[src/rtl/rst_seq_pkg.sv]
package rst_seq_pkg;
  localparam int NSRC = 6;
  typedef enum logic [2:0] {
    SRC_POR  = 3'd0,
    SRC_WDOG = 3'd1,
    SRC_LVD  = 3'd2,
    SRC_OP   = 3'd3,
    SRC_ADDR = 3'd4,
    SRC_MON  = 3'd5
  } src_e;
  typedef enum logic [1:0] {
    ST_IDLE  = 2'd0,
    ST_LONG  = 2'd1,
    ST_SHORT = 2'd2
  } phase_e;
endpackage

[src/rtl/rst_sync2.sv]
module rst_sync2 #(
  parameter int STAGES = 2
) (
  input  logic clk,
  input  logic rst,
  input  logic d_async,
  output logic q_sync
);
  logic [STAGES-1:0] chain;

  always_ff @(posedge clk) begin
    if (rst) chain <= '0;
    else     chain <= {chain[STAGES-2:0], d_async};
  end

  assign q_sync = chain[STAGES-1];

  // the synchronized output can only rise once the first stage has already captured the input
  a_r7_sync_order: assert property (@(posedge clk) disable iff (rst)
    $rose(q_sync) |-> $past(chain[0]));
endmodule

[src/rtl/rst_cause.sv]
module rst_cause #(
  parameter int NSRC = 6
) (
  input  logic            clk,
  input  logic            rst,
  input  logic [NSRC-1:0] req,
  input  logic            rd,
  output logic [NSRC-1:0] stat
);
  logic [NSRC-1:0] first_hit;

  // isolate the lowest asserted request bit (lowest index = highest priority)
  assign first_hit = req & (~req + NSRC'(1));

  always_ff @(posedge clk) begin
    if (rst)       stat <= '0;
    else if (|req) stat <= first_hit;
    else if (rd)   stat <= '0;
  end

  a_r4_onehot_cause: assert property (@(posedge clk) disable iff (rst)
    (|req) |=> $onehot(stat));
  a_r5_por_wins: assert property (@(posedge clk) disable iff (rst)
    req[0] |=> (stat == NSRC'(1)));
  a_r10_read_clear: assert property (@(posedge clk) disable iff (rst)
    (rd && !(|req)) |=> (stat == '0));
endmodule

[src/rtl/rst_timer.sv]
module rst_timer
  import rst_seq_pkg::*;
#(
  parameter int LONG_CYC  = 4096,
  parameter int SHORT_CYC = 64
) (
  input  logic clk,
  input  logic rst,
  input  logic any_req,
  input  logic long_req,
  output logic rst_out,
  output logic done
);
  localparam int MAXC = (LONG_CYC > SHORT_CYC) ? LONG_CYC : SHORT_CYC;
  localparam int CW   = $clog2(MAXC);

  phase_e        phase;
  logic [CW-1:0] cnt;

  always_ff @(posedge clk) begin
    if (rst) begin
      phase   <= ST_IDLE;
      cnt     <= '0;
      rst_out <= 1'b0;
      done    <= 1'b0;
    end else begin
      done <= 1'b0;
      if (any_req) begin
        cnt     <= '0;
        phase   <= long_req ? ST_LONG : ST_SHORT;
        rst_out <= 1'b1;
      end else begin
        case (phase)
          ST_LONG: begin
            if (cnt == CW'(LONG_CYC - 1)) begin
              cnt   <= '0;
              phase <= ST_SHORT;
            end else begin
              cnt <= cnt + 1'b1;
            end
          end
          ST_SHORT: begin
            if (cnt == CW'(SHORT_CYC - 1)) begin
              cnt     <= '0;
              phase   <= ST_IDLE;
              rst_out <= 1'b0;
              done    <= 1'b1;
            end else begin
              cnt <= cnt + 1'b1;
            end
          end
          default: cnt <= '0;
        endcase
      end
    end
  end

  a_r8_restart: assert property (@(posedge clk) disable iff (rst)
    any_req |=> (cnt == '0) && rst_out);
  a_r6_done_at_fall: assert property (@(posedge clk) disable iff (rst)
    $fell(rst_out) |-> done);
  a_r6_done_single: assert property (@(posedge clk) disable iff (rst)
    done |=> !done);
  a_r3_long_to_short: assert property (@(posedge clk) disable iff (rst)
    (phase == ST_LONG && cnt == CW'(LONG_CYC - 1) && !any_req) |=> (phase == ST_SHORT) && rst_out);
  a_r2_hold_in_short: assert property (@(posedge clk) disable iff (rst)
    (phase == ST_SHORT && cnt != CW'(SHORT_CYC - 1)) |=> rst_out);
endmodule

[src/rtl/rst_seq_top.sv]
module rst_seq_top
  import rst_seq_pkg::*;
#(
  parameter int          LONG_CYC = 4096,
  parameter int          SHORT_CYC = 64,
  parameter logic [15:0] VEC_NORM = 16'hFFFE,
  parameter logic [15:0] VEC_MON  = 16'hFEFE
) (
  input  logic        clk,
  input  logic        rst,
  input  logic        req_por,
  input  logic        req_wdog_async,
  input  logic        req_lvd,
  input  logic        req_badop,
  input  logic        req_badaddr,
  input  logic        req_mon,
  input  logic        mon_mode,
  input  logic        stat_rd,
  output logic        rst_int,
  output logic        seq_done,
  output logic [15:0] vec_addr,
  output logic [5:0]  stat
);
  logic            wdog_s;
  logic [NSRC-1:0] req;
  logic            any_req;
  logic            long_req;

  rst_sync2 #(.STAGES(2)) u_sync (
    .clk(clk), .rst(rst), .d_async(req_wdog_async), .q_sync(wdog_s)
  );

  always_comb begin
    req           = '0;
    req[SRC_POR]  = req_por;
    req[SRC_WDOG] = wdog_s;
    req[SRC_LVD]  = req_lvd;
    req[SRC_OP]   = req_badop;
    req[SRC_ADDR] = req_badaddr;
    req[SRC_MON]  = req_mon;
  end

  assign any_req  = |req;
  assign long_req = req[SRC_POR] | req[SRC_LVD];

  rst_timer #(.LONG_CYC(LONG_CYC), .SHORT_CYC(SHORT_CYC)) u_timer (
    .clk(clk), .rst(rst), .any_req(any_req), .long_req(long_req),
    .rst_out(rst_int), .done(seq_done)
  );

  rst_cause #(.NSRC(NSRC)) u_cause (
    .clk(clk), .rst(rst), .req(req), .rd(stat_rd), .stat(stat)
  );

  always_ff @(posedge clk) begin
    if (rst) vec_addr <= VEC_NORM;
    else     vec_addr <= mon_mode ? VEC_MON : VEC_NORM;
  end

  a_r9_vector_sel: assert property (@(posedge clk) disable iff (rst)
    1'b1 |=> (vec_addr == ($past(mon_mode) ? VEC_MON : VEC_NORM)));
  a_r1_req_asserts: assert property (@(posedge clk) disable iff (rst)
    any_req |=> rst_int);
endmodule

[config.mk]
export PLATFORM = sky130hd
export DESIGN_NAME = rst_seq_top
export DESIGN_NICKNAME = d
export VERILOG_FILES = /design/src/rtl/rst_seq_pkg.sv /design/src/rtl/rst_sync2.sv /design/src/rtl/rst_cause.sv /design/src/rtl/rst_timer.sv /design/src/rtl/rst_seq_top.sv
export SDC_FILE = /design/constraint.sdc
export NUM_CORES = 1
export LEC_CHECK = 0
export CAP_MARGIN = 20
export CORE_ASPECT_RATIO = 0.6
export CORE_MARGIN = 5
export CORE_UTILIZATION = 39
export CTS_CLUSTER_SIZE = 8
export DETAILED_ROUTE_END_ITERATION = 6
export DONT_BUFFER_PORTS = 1
export SKIP_CTS_REPAIR_TIMING = 1
export SLEW_MARGIN = 20
export SYNTH_ARGS = -nofsm -noshare
export SYNTH_HDL_FRONTEND = slang
export SYNTH_SLANG_ARGS = --single-unit
[constraint.sdc]
create_clock -name clk -period 2.2 [get_ports clk]
set_input_delay 0.22 -clock clk [delete_from_list [all_inputs] [get_ports clk]]
set_output_delay 0.22 -clock clk [all_outputs]
set_load 0.005 [all_outputs]
* Yosys cells after proc, flatten, opt, wreduce, memory -nomap -nowiden
Index checks and enable logic that the tools add are counted.
Storage, ports and cells: flip-flop bits (word level) 40
Cells by class: $add $sub $neg 2, equality and inequality tests 6, multiplexer cells 15, bitwise operators 4, reduce and logical (&&, ||, !) cells 9
Operators by type and width (count):
- two-way mux 12 bit | 2
- case mux 12 bit (2 select lines) | 1
- adder 12 x 1 -> 12 bit (second input constant) | 1
- equality test 12 bit (second input constant) | 1
- equality test 12 x 6 -> 1 bit (second input constant) | 1
- two-way mux 6 bit | 2
- two-way mux 9 bit | 1
- two-way mux 2 bit | 4
- OR reduction 8 bit | 1
- OR reduction 7 bit | 1
- adder 6 x 1 -> 6 bit (second input constant) | 1
- bitwise AND 6 bit | 1
- != test 3 x 2 -> 1 bit (second input constant) | 2
- NOT 6 bit | 1
- nonzero test 2 bit | 3
- OR reduction 6 bit | 1
- two-way mux 1 bit | 4
- case mux 2 bit (2 select lines) | 1
- AND reduction 3 bit | 1
- nonzero test 3 bit | 1
- equality test 2 x 1 -> 1 bit (second input constant) | 1
- equality test 2 bit (second input constant) | 1
- AND reduction 2 bit | 1
- NOT 1 bit | 1
- bitwise OR 1 bit | 1

* Longest topological paths before layout
depth in word-level cells 4, gate-level depth with buffers 7

* Modules after synthesis
Synthesis repeated with hierarchy kept, for this count alone.
Unflattened totals: cell total of the unflattened synthesis 143, area total of the unflattened synthesis 1247.4 sq um
Modules (own cells, without submodules):
- rst_timer | times used 1, cells an instance 93, area an instance 797.0 sq um, seq. area each 320.3 sq um
- rst_cause | times used 1, cells an instance 24, area an instance 232.7 sq um, seq. area each 120.1 sq um
- rst_seq_top | times used 1, cells an instance 22, area an instance 165.2 sq um, seq. area each 20.0 sq um
- rst_sync2 | times used 1, cells an instance 4, area an instance 52.6 sq um, seq. area each 40.0 sq um

* Least setup slack after synthesis
No wires, ideal clock.
path kind register to register, start point register u_timer.cnt[0], end point register u_timer.cnt[2], data arrival time 1.559 ns, required time 2.055 ns, slack 0.496 ns, stages on the path, launching flop included 6, path buffers 0, period minus slack after synthesis 1.704 ns, cell sequence dfxtp_1 > ha_1 > and4_1 > nand2_1 > nor4b_4 > nor3_1
Between the ends: longest elaborated chain between the ends 3, elaborated cells on any way between the ends 6, classes of those cells add/sub: 1; eq/ne: 2; mux: 3
Ends and longest elaborated chain:
- start: declaration | line rst_timer.sv:18 | logic [CW-1:0] cnt;
- start signal: assignment | line rst_timer.sv:39 | cnt <= cnt + 1'b1;
- start signal: assignment | line rst_timer.sv:49 | cnt <= cnt + 1'b1;
- adder 12 x 1 -> 12 bit, or another cell as far along | line rst_timer.sv:39, rst_timer.sv:49
- two-way mux 12 bit, on equally long branches | line rst_timer.sv:43, rst_timer.sv:35
- case mux 12 bit (2 select lines) * | line rst_timer.sv:33 | case (phase)
Mark *: on every way between the ends. The rest lies on a longest branch, timed or not. A chain may end at the register's enable or synchronous reset.

* Worst setup path in the final report
start point register u_timer.cnt[0], end point register u_timer.phase[1]
Between the ends: longest elaborated chain between the ends 3, elaborated cells on any way between the ends 5, classes of those cells eq/ne: 4; reduce/logical: 1
Ends and longest elaborated chain:
- equality test 12 x 6 -> 1 bit or equality test 12 bit (tied branches) | line rst_timer.sv:43, rst_timer.sv:35
- != test 3 x 2 -> 1 bit (no line)
- AND reduction 3 bit (no line) *
- end signal: assignment | line rst_timer.sv:30 | phase <= long_req ? ST_LONG : ST_SHORT;
- end: declaration | line rst_timer.sv:17 | phase_e phase;
Marked as above.

==> reports/qor.txt <==
synth top area cells -> dfxtp_1 38%, buf_4 8.6%, nor3_2 4.6%
Post-synth EDFFs -> 0
Clock Path Buffers -> 2
async set-reset flop share out of synthesis -> 0%
leakage power -> 0.465 nW
Setup Skew -> 8.50 ps
FP Rows -> 16
net switching power -> 0.179 mW
Filler cells -> 327
crit path from -> u_timer.cnt[0]
RePlAce Congestion -> 0.877
final critical-path required period -> 1830 ps
first-pass GRT wire length -> 4200 um
Design Power -> 0.784 mW
Synth top area share -> 38.2%
CTS sink count -> 25
sequential share of the synthesized area -> 38.2%
Antenna diodes -> 0
vias in the first global route -> 868
Synth Area in Simple Gates -> 29.8%
pwr/cell area -> 579 nW/um2
count of input and output buffers -> 0
Comb pwr share -> 5.0%
RSZ-0062 raised after global routing -> no
count leader, synth -> dfxtp_1
final wirelength -> 2620 um
CTS H-Tree Depth -> 1
relative slew slack -> 62.3%
grt total ovfl -> 0
WP data arrival -> 2030 ps
Vias -> 946
setup tns final -> 0 ps
reg2reg setup slack -> 370 ps
type of the most critical hold path -> input pin to flip-flop
Min-Delay Endpoint -> u_cause.stat[0]
CTS Buf Count -> 3
largest family of logic cells by synthesized area -> simple AND/OR/NAND/NOR gates
Post-synth top cells -> 25 x dfxtp_1, 15 x buf_4, 14 x nor2_1
Detail Placement HPWL -> 1960 um
Via density -> 5.14
I/O pin count -> 34
total core area -> 3240 um2
reg2reg path depth -> 5
Routed Antenna Nets -> 0
Max Freq -> 0.546 GHz
top sig layer -> met4
ys flop type -> dfxtp_1
max-slew violations -> 0
Worst Setup End Kind -> flip-flop
yosys warns -> 0
post-synthesis mux area share -> 0.763%
complex-gate fraction of the synthesized area -> 10.1%
Met3 Routed Length -> 236 um
XOR/XNOR share of the synthesized area -> 6.01%
Peak VDD IR -> 0.000174 V
post-synthesis area per instance -> 9.50 um2
number of detailed-route iterations in the first pass -> 4
fin area -> 1360 um2
Max-Cap Viols -> 0
clock share of power -> 35.4%
Setup-failing EPs final -> 0
root buf cell -> clkbuf_8
fin crit share -> 83.3%
power share of the sequential group -> 59.6%
crit path kind -> flip-flop to flip-flop
outcome -> completed
Die Wd -> 84.9 um
cell count after synthesis -> 138
Synth Cell Area -> 1310 um2
largest net degree at the start of global routing -> 16
#FFs+latches synth -> 25
NumNets Final -> 153
synth unique cells -> 43
Area Overhead vs Synth -> 3.34%
Int Pwr -> 0.605 mW
Met2 Wirelength -> 1100 um
Starting Density -> 40.4%
reg-to-reg endpoint -> u_timer.phase[1]
Die Height -> 54.9 um
instance area after placement -> 1300 um2
Reg2Reg Launch Point -> u_timer.cnt[0]
WL/cell -> 14.3 um
DRC viols -> 0
Reg clk slew, reported paths -> 90 ps
CTS tree -> done
clk_lat worst skew -> 280 ps
CP startpoint kind -> flip-flop
switching portion of total power -> 22.8%
starting DRC count in detailed routing -> 105
die area -> 4660 um2
overall global routing resource usage -> 11.6%
layout cell share with drive strength beyond 1 -> 14.4%
CP Max Fanout -> 4
top cell type by total area after synthesis -> dfxtp_1
Worst Max-Slew Pin Slew -> 560 ps
Hold Violations, Final -> 0
HP Start -> rst
Post-Synth Adder-Cell Area -> 2.86%
hold path depth -> 1
initial antenna violation count -> 0
Post-Route M1 WL -> 1230 um
WP data required -> 2400 ps
Hold Slack -> 10.5 ps
## routing by layer
layer | vias up | GRT usage, %
met2 | 36 | 16.2
met4 | 0 | 6.32
met1 | 443 | 15.8
met3 | 8 | 3.99
met5 | - | 0
li1 | 459 | -
## cell families (layout without fill, tap and decap cells)
| kind of cell | Yosys count | count (layout) |
|---|---|---|
| compound gates | 16 | 16 |
| mux | 1 | 1 |
| flops | 25 | 25 |
| buf+inv | 24 | 12 |
| xor+xnor | 9 | 9 |
| fa+ha+maj | 3 | 3 |
| other cells | 2 | 15 |
| simple gates | 58 | 58 |
## power groups by stage
stage               Clock (mW)  Combinational (mW)  Sequential, mW
floorplan                    0              0.0526           0.476
global placement             0              0.0346           0.478
detailed placement           0              0.0359           0.478
CTS                      0.284              0.0359           0.468
global route             0.295              0.0445           0.469
finish                   0.277              0.0393           0.468
## placed cells by master (no fill, tap or decap), types with 2 or more instances in the layout
cell      count
nand3_1       4
nor3_1        3
dfxtp_1      25
nand2_1       4
xor2_1        5
a22oi_1       2
nand4_1       6
clkbuf_8      3
nor2b_1       3
xnor2_1       4
nor4_1        3
ha_1          3
nor3_2        6
nor2_1       14
conb_1       15
inv_1         5
a21oi_1       3
buf_4         2
and3_1        2
nand2b_1      3
## sequential cells by signal, indices dropped and copies added (netlist names)
| register | cells |
|---|---|
| u_sync.chain | 2 |
| u_timer.cnt | 12 |
| u_cause.stat | 6 |
| u_timer.rst_out | 1 |
| u_timer.phase | 2 |
| u_timer.done | 1 |
| vec_addr | 1 |
## critical path: stages, from the launching register on
cell,delay (ps)
dfxtp_1,380
ha_1,250
and4_1,310
nand4_1,190
a2bb2oi_1,370
mux2i_1,240
## final cells by class
class	count	area [um2]	share of cell area [%]
flip-flops and latches	25	500	36.9
well taps	45	56.3	4.16
multi-input cells	102	706	52.1
clock inverters	1	7.51	0.554
inverters	5	18.8	1.39
clock buffers	3	41.3	3.05
repair buffers	3	25.0	1.85
## worst max-delay path by stage
stage | cells after the start | slack, ps | to
after global routing | 6 | 240 | u_timer.phase[1]
after floorplan | 5 | 500 | u_timer.cnt[2]
after detailed placement | 5 | 450 | u_timer.phase[1]
after CTS | 5 | 400 | u_timer.phase[1]
after global placement | 6 | 500 | u_timer.cnt[2]
final | 5 | 370 | u_timer.phase[1]
## stage by stage
step,utilization (%),std cells,setup WS (ps)
2_1_floorplan,-,151,496
3_5_place_dp,40.0,179,447
5_1_grt,41.8,184,242
6_report,41.8,184,367
3_3_place_gp,40.0,179,500
4_1_cts,41.5,183,403
Power figures use the tool's default switching activity.
